===== src/rtl/rslot_pkg.sv =====
package rslot_pkg;

  typedef enum logic {
    MAP_PRODUCER = 1'b0,
    MAP_CONSUMER = 1'b1
  } map_mode_e;

  function automatic bit is_pow2(input int unsigned v);
    return (v != 0) && ((v & (v - 1)) == 0);
  endfunction

endpackage


===== src/rtl/rslot_linear.sv =====
module rslot_linear #(
  parameter int unsigned COORD_W = 16,
  parameter int unsigned PTR_W   = 32
) (
  input  logic [COORD_W-1:0] wg_x,
  input  logic [COORD_W-1:0] wg_y,
  input  logic [COORD_W-1:0] wg_z,
  input  logic [COORD_W-1:0] grid_x,
  input  logic [COORD_W-1:0] grid_y,
  output logic [PTR_W-1:0]   lin_idx
);
  logic [PTR_W-1:0] xe, ye, ze, gxe, gye;
  logic [PTR_W-1:0] row_term, plane_sz, plane_term;

  always_comb begin
    xe         = PTR_W'(wg_x);
    ye         = PTR_W'(wg_y);
    ze         = PTR_W'(wg_z);
    gxe        = PTR_W'(grid_x);
    gye        = PTR_W'(grid_y);
    row_term   = ye * gxe;
    plane_sz   = gxe * gye;
    plane_term = ze * plane_sz;
    lin_idx    = xe + row_term + plane_term;
  end
endmodule


===== src/rtl/rslot_map.sv =====
module rslot_map #(
  parameter int unsigned PTR_W         = 32,
  parameter int unsigned DEPTH         = 16,
  parameter int unsigned DRAW_BYTES    = 16,
  parameter int unsigned PAYLOAD_BYTES = 64,
  localparam int unsigned IDX_W        = (DEPTH > 1) ? $clog2(DEPTH) : 1
) (
  input  rslot_pkg::map_mode_e mode,
  input  logic [PTR_W-1:0]     base_ptr,
  input  logic [PTR_W-1:0]     lin_idx,
  output logic [IDX_W-1:0]     slot,
  output logic                 phase,
  output logic [PTR_W-1:0]     draw_off,
  output logic [PTR_W-1:0]     payload_off
);
  logic [PTR_W-1:0] ring_ptr;

  always_comb begin
    if (mode == rslot_pkg::MAP_CONSUMER) ring_ptr = base_ptr;
    else                                 ring_ptr = base_ptr + lin_idx;
  end

  generate
    if (DEPTH > 1) begin : g_multi
      assign slot  = ring_ptr[IDX_W-1:0];
      assign phase = ring_ptr[IDX_W];
    end else begin : g_single
      assign slot  = '0;
      assign phase = ring_ptr[0];
    end
  endgenerate

  always_comb begin
    draw_off    = PTR_W'(slot) * PTR_W'(DRAW_BYTES);
    payload_off = PTR_W'(slot) * PTR_W'(PAYLOAD_BYTES);
  end
endmodule


===== src/rtl/rslot_pipe.sv =====
module rslot_pipe #(
  parameter int unsigned PTR_W = 32,
  parameter int unsigned IDX_W = 4
) (
  input  logic             clk,
  input  logic             rst_n,
  input  logic             in_valid,
  input  logic [IDX_W-1:0] slot_d,
  input  logic             phase_d,
  input  logic [PTR_W-1:0] draw_d,
  input  logic [PTR_W-1:0] pay_d,
  output logic             valid_q,
  output logic [IDX_W-1:0] slot_q,
  output logic             phase_q,
  output logic [PTR_W-1:0] draw_q,
  output logic [PTR_W-1:0] pay_q
);
  logic             valid_n;
  logic [IDX_W-1:0] slot_n;
  logic             phase_n;
  logic [PTR_W-1:0] draw_n, pay_n;

  always_comb begin
    valid_n = in_valid;
    slot_n  = slot_q;
    phase_n = phase_q;
    draw_n  = draw_q;
    pay_n   = pay_q;
    if (in_valid) begin
      slot_n  = slot_d;
      phase_n = phase_d;
      draw_n  = draw_d;
      pay_n   = pay_d;
    end
  end

  always_ff @(posedge clk or negedge rst_n) begin
    if (!rst_n) begin
      valid_q <= 1'b0;
      slot_q  <= '0;
      phase_q <= 1'b0;
      draw_q  <= '0;
      pay_q   <= '0;
    end else begin
      valid_q <= valid_n;
      slot_q  <= slot_n;
      phase_q <= phase_n;
      draw_q  <= draw_n;
      pay_q   <= pay_n;
    end
  end
endmodule


===== src/rtl/ring_slot_calc.sv =====
module ring_slot_calc #(
  parameter int unsigned COORD_W       = 16,
  parameter int unsigned PTR_W         = 32,
  parameter int unsigned DEPTH         = 16,
  parameter int unsigned DRAW_BYTES    = 16,
  parameter int unsigned PAYLOAD_BYTES = 64,
  localparam int unsigned IDX_W        = (DEPTH > 1) ? $clog2(DEPTH) : 1
) (
  input  logic               clk,
  input  logic               rst_n,
  input  logic               in_valid,
  input  logic               consumer_mode,
  input  logic [COORD_W-1:0] wg_x,
  input  logic [COORD_W-1:0] wg_y,
  input  logic [COORD_W-1:0] wg_z,
  input  logic [COORD_W-1:0] grid_x,
  input  logic [COORD_W-1:0] grid_y,
  input  logic [PTR_W-1:0]   base_ptr,
  output logic               out_valid,
  output logic [IDX_W-1:0]   slot,
  output logic               phase,
  output logic [PTR_W-1:0]   draw_off,
  output logic [PTR_W-1:0]   payload_off,
  output logic               cfg_error
);
  localparam bit DEPTH_BAD = !rslot_pkg::is_pow2(DEPTH);

  logic [PTR_W-1:0]     lin_idx;
  logic [IDX_W-1:0]     slot_c;
  logic                 phase_c;
  logic [PTR_W-1:0]     draw_c, pay_c;
  rslot_pkg::map_mode_e mode;

  assign cfg_error = DEPTH_BAD;
  assign mode = consumer_mode ? rslot_pkg::MAP_CONSUMER : rslot_pkg::MAP_PRODUCER;

  rslot_linear #(.COORD_W(COORD_W), .PTR_W(PTR_W)) u_lin (
    .wg_x(wg_x), .wg_y(wg_y), .wg_z(wg_z),
    .grid_x(grid_x), .grid_y(grid_y), .lin_idx(lin_idx)
  );

  rslot_map #(.PTR_W(PTR_W), .DEPTH(DEPTH), .DRAW_BYTES(DRAW_BYTES),
              .PAYLOAD_BYTES(PAYLOAD_BYTES)) u_map (
    .mode(mode), .base_ptr(base_ptr), .lin_idx(lin_idx),
    .slot(slot_c), .phase(phase_c), .draw_off(draw_c), .payload_off(pay_c)
  );

  rslot_pipe #(.PTR_W(PTR_W), .IDX_W(IDX_W)) u_pipe (
    .clk(clk), .rst_n(rst_n), .in_valid(in_valid),
    .slot_d(slot_c), .phase_d(phase_c), .draw_d(draw_c), .pay_d(pay_c),
    .valid_q(out_valid), .slot_q(slot), .phase_q(phase),
    .draw_q(draw_off), .pay_q(payload_off)
  );

  AST_VALID_FOLLOWS: assert property (@(posedge clk) disable iff (!rst_n)
    in_valid |=> out_valid);
  AST_VALID_DROPS: assert property (@(posedge clk) disable iff (!rst_n)
    !in_valid |=> !out_valid);
  AST_CONSUMER_SLOT: assert property (@(posedge clk) disable iff (!rst_n)
    (in_valid && consumer_mode) |=> (slot == $past(base_ptr[IDX_W-1:0])));
  AST_CONSUMER_PHASE: assert property (@(posedge clk) disable iff (!rst_n)
    (in_valid && consumer_mode && DEPTH > 1) |=> (phase == $past(base_ptr[IDX_W])));
  AST_HOLD_RESULT: assert property (@(posedge clk) disable iff (!rst_n)
    !in_valid |=> ($stable(slot) && $stable(phase) && $stable(draw_off) && $stable(payload_off)));
endmodule


===== config.mk =====
export PLATFORM = sky130hd
export DESIGN_NAME = ring_slot_calc
export DESIGN_NICKNAME = d
export VERILOG_FILES = /design/src/rtl/rslot_pkg.sv /design/src/rtl/rslot_linear.sv /design/src/rtl/rslot_map.sv /design/src/rtl/rslot_pipe.sv /design/src/rtl/ring_slot_calc.sv
export SDC_FILE = /design/constraint.sdc
export NUM_CORES = 1
export LEC_CHECK = 0
export BUFFER_PORTS_ARGS = -buffer_cell sky130_fd_sc_hd__buf_2
export CAP_MARGIN = 20
export CORE_ASPECT_RATIO = 0.5
export CORE_MARGIN = 5
export CORE_UTILIZATION = 30
export CTS_BUF_LIST = sky130_fd_sc_hd__clkbuf_8
export CTS_CLUSTER_SIZE = 14
export DETAILED_ROUTE_END_ITERATION = 10
export GPL_ROUTABILITY_DRIVEN = 0
export PLACE_DENSITY = 0.52
export RECOVER_POWER = 50
export SKIP_LAST_GASP = 1
export SYNTH_ARGS = -nofsm -noshare
export SYNTH_HDL_FRONTEND = slang
export SYNTH_HIERARCHICAL = 1
export SYNTH_SLANG_ARGS = --single-unit

===== constraint.sdc =====
create_clock -name clk -period 0.8 [get_ports clk]
set_input_delay 0.08 -clock clk [delete_from_list [all_inputs] [get_ports clk]]
set_output_delay 0.08 -clock clk [all_outputs]
set_load 0.02 [all_outputs]

* Word level (Yosys, flattened, before mapping) *
Index checks and enable logic that the tools add are counted.

storage, ports and cells
  output and inout bits = 71
  logic and storage cells = 11
  flip-flop bits (word level) = 6

cells by class
  mux-type cells = 2
  $mul = 3
  add/subtract/negate cells = 3

operators by type and width
  kind              count
  $mul A16 B16 Y32  1
  $mul A16 B32 Y5   1
  $mul A16 B16 Y5   1
  $add A5 B5 Y5     3
  $mux W5           1
  $mux W1           1

* Logic depth before layout (Yosys ltp) *
Gate-level depths: netlist (run 1).

  word-level depth = 5
  depth in mapped cells = 29

* Cells and area by module *
The synthesis (run 1) kept the hierarchy.

modules (own cells, without submodules)
  module          area an instance (um^2)  instances  seq. area each (um^2)  cells an instance
  rslot_linear    29,101.7                 1          0.0                    3,203
  rslot_pipe      2,628.8                  1          1,751.7                147
  rslot_map       752.0                    1          0.0                    99
  ring_slot_calc  11.3                     1          0.0                    2

* Least setup slack after synthesis (run 1) *
Ideal clock, no wire load.

  path type = input to register
  from = in grid_x[3]
  to = reg u_pipe.phase_q
  slack = -6.414 ns
  buffers on the path = 2
  arrival = 7.090 ns
  required time = 0.675 ns
  stages = 27
  setup time = 0.125 ns
  path through = clkbuf_1 -> and2_1 -> fa_1 -> ha_1 -> ha_1 -> inv_1 -> fa_1 -> fa_1 -> clkbuf_1 -> nand2b_1 -> fa_1 -> inv_1 -> fa_1 -> inv_1 -> fa_1 -> inv_1 -> fa_1 -> ha_1 -> inv_1 -> fa_1 -> fa_1 -> inv_1 -> or3b_1 -> o311a_1 -> o311ai_2 -> o211ai_2 -> mux2_2

on the way
  longest elaborated chain between the ends = 5

RTL lines
  what                                                 line                                    text
  start, declared                                      ring_slot_calc.sv:16                    input logic [COORD_W-1:0] grid_x,
  $mul A16 B16 Y32 or $mul A16 B16 Y5 (tied branches)  rslot_linear.sv:22, rslot_linear.sv:21
  $mul A16 B32 Y5 or $add A5 B5 Y5 (tied branches)     rslot_linear.sv:23, rslot_linear.sv:24
  $add A5 B5 Y5 *                                      rslot_linear.sv:24                      lin_idx = xe + row_term + plane_term;
  via lin_idx[4]                                       ring_slot_calc.sv:28                    logic [PTR_W-1:0] lin_idx;
  $add A5 B5 Y5 *                                      rslot_map.sv:20                         else ring_ptr = base_ptr + lin_idx;
  $mux W5 *                                            rslot_map.sv:19                         if (mode == rslot_pkg::MAP_CONSUMER) ring_ptr = base_ptr;
  via phase_c                                          ring_slot_calc.sv:30                    logic phase_c;
  end signal, assigned                                 rslot_pipe.sv:47                        phase_q <= phase_n;
  end, declared                                        rslot_pipe.sv:14                        output logic phase_q,

The timed path passes the listed nets; every way through them passes the cells marked *.
A chain may end at the register's enable or synchronous reset.

* Worst setup path after layout (run 1) *
Same ends and word-level chain as after synthesis.

==> impl_metrics.env, run 1 <==
export IMPL_hpwlAfterDp_um=6861
export IMPL_grt_pass1_wl_um=15190
export IMPL_clk_pin_slew_ps=70
export IMPL_core_um2=15370
export IMPL_whs_path_depth=4
export IMPL_diodes=0
export IMPL_hold_viol=0
export IMPL_die_y_um=98.54
export IMPL_clock_latency_ps=340
export IMPL_rows=32
export IMPL_setup_viol=91
export IMPL_p_per_area_nw_per_um2=2354
export IMPL_port_buffers=103
export IMPL_dpl_cell_area_um2=5470
export IMPL_required_ps=1030
export IMPL_p_leak_nw=3.067
export IMPL_grt_max_degree=41
export IMPL_slew_violations=0
export IMPL_syn_area_um2=4703
export IMPL_syn_inst=406
export IMPL_area_growth_pct=40.22
export IMPL_outcome="finished, violations left"
export IMPL_grt_pass1_vias=3078
export IMPL_arrival_ps=6780
export IMPL_cts_buffer_depth=2
export IMPL_fin_area_um2=6595
export IMPL_n_fill_cell=1492
export IMPL_dieArea_um2=18430
export IMPL_peakVddDrop_mv=0.9525
export IMPL_clock_root_buffer="clkbuf_8"
export IMPL_crit_type="primary input to flop"
export IMPL_cp_end_kind="flop"
export IMPL_clock_sinks=70
export IMPL_fin_nets=699
export IMPL_ant_nets=0
export IMPL_drive_gt1_frac=0.6333
export IMPL_vias=2845
export IMPL_syn_area_per_cell_um2=11.58
export IMPL_antenna_found_initial=2
export IMPL_setup_tns_final_ps=-49070
export IMPL_fin_crit_sh=8.186
export IMPL_maxCapViolCount=0
export IMPL_grtUsageTotal=0.1011
export IMPL_period_needed_ps=6549
export IMPL_crit_fanout=4
export IMPL_wl_um=8927
export IMPL_fin_skew_ps=0
export IMPL_io_pins=187
export IMPL_postLayoutCoreUtil=0.4290
export IMPL_hold_path_class="primary input to flop"
export IMPL_dp_slack_ps=-6234
export IMPL_violations="negative setup slack"
export IMPL_grt_overflow=0
export IMPL_detail_route_wl_per_cell_um=12.18
export IMPL_viasPerCell=3.881
export IMPL_die_width_um=187.1
export IMPL_ys_warnings_count=6
export IMPL_cts_tree="done"
export IMPL_numCtsBuffers=9
export IMPL_cp_start_kind="primary input"
export IMPL_h_tree_depth=3
export IMPL_drtPass1Iterations=3
export IMPL_fin_total_pwr_mw=15.53
export IMPL_first_iter_violations=71
export IMPL_r2r_cells=2
export IMPL_setup_slack_ps=-5749
export IMPL_initial_core_util=0.3059
export IMPL_fmax_ghz=0.1527
export IMPL_rsz0062_at_grt="yes"
export IMPL_drc=0
-- stage by stage --
step                      hold WS (ps)  instances
after global placement           95.97        692
after floorplan                 -215.6        461
after global routing             171.7        733
after detailed placement         97.12        692
final                            167.8        733
after CTS                        149.7        732
-- what timing repair did --
item	in CTS	in global routing
endpoints found under the setup margin	83	103
buffers inserted	22	2
hold endpoints to repair	71	0
gates resized for setup	177	16
hold buffers	2	0
pin swaps	35	26
cloned	0	0
-- layout make-up --
| class | instances | area [um^2] | share of cell area |
|---|---|---|---|
| multi-input combinational | 255 | 2738 | 0.4151 |
| sequential | 70 | 1812 | 0.2747 |
| timing repair buffer | 156 | 1470 | 0.2229 |
| tap | 204 | 255.2 | 0.03870 |
| clock buffer | 10 | 137.6 | 0.02087 |
| inverter | 32 | 120.1 | 0.01821 |
| clock inverter | 6 | 62.56 | 0.009486 |
-- where the power goes --
part	total, mW	switching [mW]	internal, mW
Clock	2.84	1.33	1.51
Sequential	4.51	0.379	4.13
Combinational	8.18	3.62	4.56
Total	15.5	5.33	10.2
-- final timing paths --
check	startpoint	endpoint	slack, ps
worst max-delay path	grid_x[3]	u_pipe/phase_q	-5750
worst min-delay path	base_ptr[3]	u_pipe/draw_q[7]	170
worst max register to register	u_pipe/slot_q[0]	u_pipe/slot_q[0]	-110
worst min register to register	u_pipe/draw_q[15]	u_pipe/draw_q[15]	530
max in group asynchronous	rst_n	u_pipe/draw_q[19]	110
min in group asynchronous	rst_n	u_pipe/draw_q[7]	350
-- worst max-delay path, stage by stage --
cell and delay [ps]:
buf_2 120, and2_4 140, fa_1 530, ha_1 220, ha_1 270, inv_1 50, fa_1 500, fa_1 400
nand2b_4 150, fa_1 470, inv_1 50, fa_1 480, inv_1 50, fa_1 470, inv_1 50, fa_1 440
ha_1 280, inv_1 40, fa_1 450, fa_1 530, inv_2 50, or3b_1 350, o311a_1 130, o311ai_2 90
o211ai_2 120, mux2_4 260
-- placed cells by master, fill, tap and decap left out, types with 3 or more instances in the layout --
cell type and n:
inv_1 25, and2_1 23, dfrtp_1 22, nand2_1 11
and2_4 8, inv_2 8, nand2_2 3, mux2_2 47
dfrtp_2 48, buf_2 27, conb_1 57, fa_1 22
ha_4 20, buf_6 84, ha_1 17, buf_12 4
clkbuf_8 10, buf_4 38, mux2_4 23
-- registers in the layout, indices dropped and copies added, names as in the netlist --
register and count:
u_pipe/draw_q 32, u_pipe/pay_q 32, u_pipe/slot_q 4, u_pipe/phase_q 1, u_pipe/valid_q 1
-- routing by layer --
layer | global-route usage | part of all wire | vias up
met5 | 0 | 0.0030 | -
met4 | 0.03066 | 0.012 | 4
met3 | 0.02972 | 0.040 | 11
met2 | 0.1888 | 0.54 | 46
met1 | 0.1122 | 0.40 | 1406
li1 | - | - | 1378
(Power assumes the default switching activity.)
==> run 2, diff against run 1 <==
--- a/config.mk
+++ b/config.mk
@@ -5,6 +5,7 @@
 export SDC_FILE = /design/constraint.sdc
 export NUM_CORES = 1
 export LEC_CHECK = 0
+export ABC_AREA = 1
 export BUFFER_PORTS_ARGS = -buffer_cell sky130_fd_sc_hd__buf_2
 export CAP_MARGIN = 20
 export CORE_ASPECT_RATIO = 0.5
==> impl_metrics.env, run 2 <==
export IMPL_h_tree_depth=3
export IMPL_grt_overflow=0
export IMPL_detail_route_wl_per_cell_um=10.76
export IMPL_fmax_ghz=0.1683
export IMPL_reg2reg_slack_ps=-50
export IMPL_ys_warnings_count=6
export IMPL_grt_pass1_vias=3567
export IMPL_crit_type="primary input to flop"
export IMPL_crit_fanout=2
export IMPL_port_buffers=103
export IMPL_die_width_um=187.9
export IMPL_clk_pin_slew_ps=80
export IMPL_violations="negative setup slack"
export IMPL_setup_viol=91
export IMPL_io_pins=187
export IMPL_maxCapViolCount=0
export IMPL_fin_skew_ps=0
export IMPL_m1WireLength_um=4278
export IMPL_cp_end_kind="flop"
export IMPL_outcome="finished, violations left"
export IMPL_hold_path_class="primary input to flop"
export IMPL_met2_length_um=5363
export IMPL_syn_area_per_cell_um2=7.848
export IMPL_area_growth_pct=38.05
export IMPL_fin_crit_sh=7.426
export IMPL_fin_nets=911
export IMPL_syn_inst=605
export IMPL_crit_start="grid_x[3]"
export IMPL_wl_um=10170
export IMPL_highest_layer="met5"
export IMPL_viasPerCell=3.726
export IMPL_core_um2=15450
export IMPL_vias=3521
export IMPL_dpl_cell_area_um2=5349
export IMPL_grt_pass1_wl_um=17170
export IMPL_numCtsBuffers=9
export IMPL_initial_core_util=0.3072
export IMPL_cts_buffer_depth=2
export IMPL_hold_viol=0
export IMPL_r2r_cells=4
export IMPL_cpPeakStageDelay_ps=540
export IMPL_final_common_cell="nand2_1"
export IMPL_peakVddDrop_mv=0.6700
export IMPL_slew_violations=0
export IMPL_clock_root_buffer="clkbuf_8"
export IMPL_multiInputGateArea_um2=2424
export IMPL_p_leak_nw=3.767
export IMPL_arrival_ps=6190
export IMPL_grtUsageTotal=0.1135
export IMPL_required_ps=1050
export IMPL_crit_end="u_pipe/phase_q"
export IMPL_fin_area_um2=6555
export IMPL_ant_nets=0
export IMPL_clock_latency_ps=340
export IMPL_grt_max_degree=44
export IMPL_rsz0062_at_grt="yes"
export IMPL_layout_common_cells="258 x nand2_1, 84 x buf_6, 70 x dfrtp_1, 69 x buf_4, 62 x inv_1"
export IMPL_cp_start_kind="primary input"
export IMPL_dp_cells=878
export IMPL_worstReg2RegEnd="u_pipe/draw_q[10]"
export IMPL_diodes=0
export IMPL_reg2reg_from="u_pipe/draw_q[10]"
export IMPL_n_fill_cell=1553
export IMPL_p_per_area_nw_per_um2=2056
export IMPL_syn_area_um2=4748
export IMPL_setup_slack_ps=-5141
export IMPL_die_y_um=98.96
export IMPL_first_iter_violations=133
export IMPL_clock_sinks=70
export IMPL_seq_area_um2=1752
export IMPL_final_cells=945
export IMPL_cts_tree="done"
export IMPL_cp_slowest_cell="fa_1"
export IMPL_routed_wl_met3_um=385
export IMPL_antenna_found_initial=1
export IMPL_drtPass1Iterations=3
export IMPL_hpwlAfterDp_um=7229
export IMPL_drive_gt1_frac=0.3185
export IMPL_drc=0
export IMPL_rows=32
export IMPL_period_needed_ps=5941
export IMPL_reg_largest_list="u_pipe/draw_q (32), u_pipe/pay_q (32), u_pipe/slot_q (4)"
export IMPL_dieArea_um2=18600
==> run 2: worst max-delay path: cells and delay by family <==
family / cells / cell delay [ps]
adders and majority gates: 12 / 5000
buffers and inverters: 11 / 620
and+or+nand+nor: 9 / 490
==> run 2: metrics by stage <==
| step | worst slack (ps) | utilization | hold slack [ps] | setup TNS (ps) | power [mW] |
|---|---|---|---|---|---|
| 2_1_floorplan | -5466 | - | -215.6 | -39270 | 8.496 |
| 3_3_place_gp | -5554 | 0.3461 | -87.70 | -41460 | 9.426 |
| 3_5_place_dp | -5647 | 0.3461 | -86.55 | -41730 | 9.567 |
| 4_1_cts | -5120 | 0.4112 | 45.26 | -48770 | 13.37 |
| 5_1_grt | -5403 | 0.4241 | 107.7 | -52720 | 14.69 |
| 6_report | -5141 | 0.4241 | 97.97 | -46670 | 13.48 |
==> run 2: how the worst min path moves through the flow <==
stage,cells past startpoint,start,slack [ps],to
after floorplan,0,rst_n,-220,u_pipe/draw_q[0]
after global placement,1,rst_n,-90,u_pipe/draw_q[6]
after detailed placement,1,rst_n,-90,u_pipe/draw_q[6]
after CTS,2,rst_n,50,u_pipe/draw_q[6]
after global routing,2,rst_n,110,u_pipe/draw_q[6]
final,5,base_ptr[4],100,u_pipe/phase_q
==> run 2: where the power goes <==
group / switching [mW] / internal (mW) / total (mW) / leakage (nW)
Combinational: 3.29 / 3.25 / 6.54 / 2.82
Clock: 1.39 / 1.20 / 2.59 / 0.0934
Sequential: 0.343 / 4.00 / 4.34 / 0.854
==> run 2: layout make-up <==
type                    count  area share
multi-input cells         397      0.3697
flip-flops and latches     70      0.2672
repair buffers            184      0.2544
inverters                  74     0.04276
well taps                 204     0.03894
clock buffers              10     0.02100
clock inverters             6    0.005917
==> run 2: metal layers <==
layer,global-route usage,up-vias
li1,-,1864
met1,0.1254,1588
met2,0.2142,56
met3,0.03149,11
met4,0.03382,2
met5,0,-
==> run 2: timing repair <==
item,in CTS,in global routing
pin swaps,28,11
hold buffers,1,0
endpoints found under the hold margin,70,0
setup buffers,23,27
resized for setup,177,6
setup endpoints to repair,83,83
==> run 3, diff against run 2 <==
--- a/config.mk
+++ b/config.mk
@@ -15,10 +15,9 @@
 export CTS_CLUSTER_SIZE = 14
 export DETAILED_ROUTE_END_ITERATION = 10
 export GPL_ROUTABILITY_DRIVEN = 0
-export PLACE_DENSITY = 0.52
+export PLACE_DENSITY = 0.72
 export RECOVER_POWER = 50
 export SKIP_LAST_GASP = 1
 export SYNTH_ARGS = -nofsm -noshare
 export SYNTH_HDL_FRONTEND = slang
-export SYNTH_HIERARCHICAL = 1
 export SYNTH_SLANG_ARGS = --single-unit
==> impl_metrics.env, run 3 <==
export IMPL_ant_nets=0
export IMPL_cp_start_kind="primary input"
export IMPL_ys_warnings_count=0
export IMPL_grt_overflow=0
export IMPL_top_register="u_pipe.slot_q"
export IMPL_power_switching_share=0.4944
export IMPL_required_ps=910
export IMPL_crit_type="primary input to flop"
export IMPL_pwr_share_clk=0.096
export IMPL_grtUsageTotal=0.09943
export IMPL_area_growth_pct=31.65
export IMPL_h_tree_depth=1
export IMPL_die_y_um=71.29
export IMPL_p_switching_mw=2.328
export IMPL_syn_area_um2=2253
export IMPL_synth_xor_area_share=0.01166
export IMPL_synthTopCellsByArea="buf_4 22%, nand2_1 16%, ha_1 13%, fa_1 12%, inv_1 11%"
export IMPL_viasPerCell=4.002
export IMPL_syn_area_per_cell_um2=6.608
export IMPL_final_cells=513
export IMPL_ys_seq_elements=6
export IMPL_largest_register_ffs=4
export IMPL_clock_sinks=6
export IMPL_yosys_mux_area_fraction=0
export IMPL_dieArea_um2=9450
export IMPL_cts_tree="done"
export IMPL_grt_pass1_wl_um=7997
export IMPL_grt_pass1_vias=1841
export IMPL_n_fill_cell=724
export IMPL_slew_violations=0
export IMPL_fmax_ghz=0.2075
export IMPL_drive_gt1_frac=0.3357
export IMPL_first_iter_violations=46
export IMPL_rows=22
export IMPL_reg_largest_list="u_pipe.slot_q (4), u_pipe.phase_q (1), u_pipe.valid_q (1)"
export IMPL_crit_start="grid_x[0]"
export IMPL_fin_nets=573
export IMPL_antenna_found_initial=0
export IMPL_synthTopCellsByCount="94 x nand2_1, 65 x buf_4, 65 x inv_1, 24 x ha_1, 16 x nand3_1"
export IMPL_die_width_um=132.6
export IMPL_rsz0062_at_grt="yes"
export IMPL_combPwrFrac=0.794
export IMPL_wl_um=5489
export IMPL_synthFlopType="dfrtp_1"
export IMPL_synthAdderAreaFrac=0.2576
export IMPL_internal_power_mw=2.381
export IMPL_met2_length_um=2993
export IMPL_port_buffers=47
export IMPL_path_buf_inv=8
export IMPL_clk_pin_slew_ps=40
export IMPL_fin_skew_ps=0
export IMPL_syn_inst=341
export IMPL_drtPass1Iterations=4
export IMPL_fin_crit_sh=6.025
export IMPL_arrival_ps=4930
export IMPL_synthArstFlopShare=1.000
export IMPL_detail_route_wl_per_cell_um=10.70
export IMPL_m1WireLength_um=2128
export IMPL_peakVddDrop_mv=0.5890
export IMPL_core_um2=7322
export IMPL_diodes=0
export IMPL_maxCapViolCount=0
export IMPL_outcome="finished, violations left"
export IMPL_yosys_area_share_simple=0.2959
export IMPL_clock_root_buffer="clkbuf_8"
export IMPL_violations="negative setup slack"
export IMPL_hold_viol=0
export IMPL_setup_tns_final_ps=-14020
export IMPL_grt_max_degree=8
export IMPL_io_pins=187
export IMPL_crit_family="adder cells"
export IMPL_layout_common_cells="86 x nand2_1, 59 x inv_1, 57 x conb_1, 28 x buf_4, 26 x buf_6"
export IMPL_numCtsBuffers=3
export IMPL_clock_latency_ps=220
export IMPL_setup_viol=18
export IMPL_cts_buffer_depth=2
export IMPL_initial_core_util=0.3078
export IMPL_period_needed_ps=4820
export IMPL_reg2reg_from="u_pipe.slot_q[1]"
export IMPL_synth_seq_area_share=0.06663
export IMPL_dp_slack_ps=-4364
export IMPL_cpPeakStageDelay_ps=540
export IMPL_p_seq_frac=0.110
export IMPL_postLayoutCoreUtil=0.4052
export IMPL_highest_layer="met4"
export IMPL_synth_edf_count=0
export IMPL_ys_types=21
export IMPL_synth_largest_area_cell="buf_4"
export IMPL_cp_end_kind="flop"
export IMPL_post_synth_top_count_cell="nand2_1"
export IMPL_setup_slack_ps=-4020
export IMPL_fin_total_pwr_mw=4.710
export IMPL_final_common_cell="nand2_1"
export IMPL_hold_path_class="primary input to flop"
export IMPL_crit_top_cell="nand2_1"
export IMPL_synth_top_family_by_area="buffers and inverters"
export IMPL_synth_compound_area_frac=0.01999
export IMPL_routed_wl_met3_um=272
export IMPL_p_per_area_nw_per_um2=1588
export IMPL_hpwlAfterDp_um=4423
export IMPL_p_leak_nw=1.792
export IMPL_min_delay_start="in_valid"
export IMPL_cp_slowest_cell="fa_1"
export IMPL_vias=2053
export IMPL_synth_top_area_share=0.2165
export IMPL_dp_cells=496
export IMPL_crit_fanout=3
export IMPL_drc=0
-- run 3: layout make-up --
type | count | area, um^2 | share of cell area
flip-flops and latches | 6 | 155.1 | 0.05230
clock buffers | 3 | 41.29 | 0.01392
repair buffers | 84 | 675.6 | 0.2278
well taps | 96 | 120.1 | 0.04049
inverters | 72 | 270.3 | 0.09110
multi-input cells | 252 | 1704 | 0.5744
-- run 3: routing by layer --
layer	GRT usage	vias to the layer above
met5	0	-
met4	0.01959	0
met3	0.007013	8
met2	0.2078	65
met1	0.1117	939
li1	-	1041
-- run 3: final timing paths --
kind / endpoint / slack [ps] / cells past startpoint
worst max-delay path: u_pipe.phase_q / -4020 / 30
max in group asynchronous: u_pipe.slot_q[0] / 230 / 2
min in group asynchronous: u_pipe.valid_q / 300 / 2
worst min register to register: u_pipe.slot_q[2] / 580 / 2
worst max register to register: u_pipe.slot_q[1] / -20 / 3
worst min-delay path: u_pipe.valid_q / 60 / 1
-- run 3: kinds of logic (layout without fill, tap and decap cells) --
kind of cell | Yosys count | count (layout)
AND/OR/NAND/NOR | 145 | 145
buffers and inverters | 139 | 159
adder cells (fa/ha/maj) | 38 | 38
AO/OA/AOI/OAI | 9 | 9
flip-flops | 6 | 6
XOR/XNOR | 3 | 3
other | 1 | 57
-- run 3: timing repair --
item	in CTS	in global routing
setup endpoints to repair	19	19
pin swaps	17	17
hold buffers	1	0
cloned	0	0
endpoints found under the hold margin	6	0
resized for setup	59	18
buffers inserted	9	5
-- run 3: power groups by stage --
stage	Clock, mW	Combinational (mW)	Sequential, mW
final	0.453	3.74	0.516
after global routing	0.483	4.14	0.530
after CTS	0.452	3.51	0.497
after detailed placement	0	3.10	0.453
after global placement	0	3.03	0.449
after floorplan	0	2.54	0.546
-- run 3: stage by stage --
step | hold WS, ps | cell area [um^2]
after floorplan | -215.6 | 2552
after detailed placement | -93.24 | 2566
final | 56.52 | 2967
after CTS | 19.30 | 2880
after global routing | 64.59 | 2967
after global placement | -92.64 | 2566
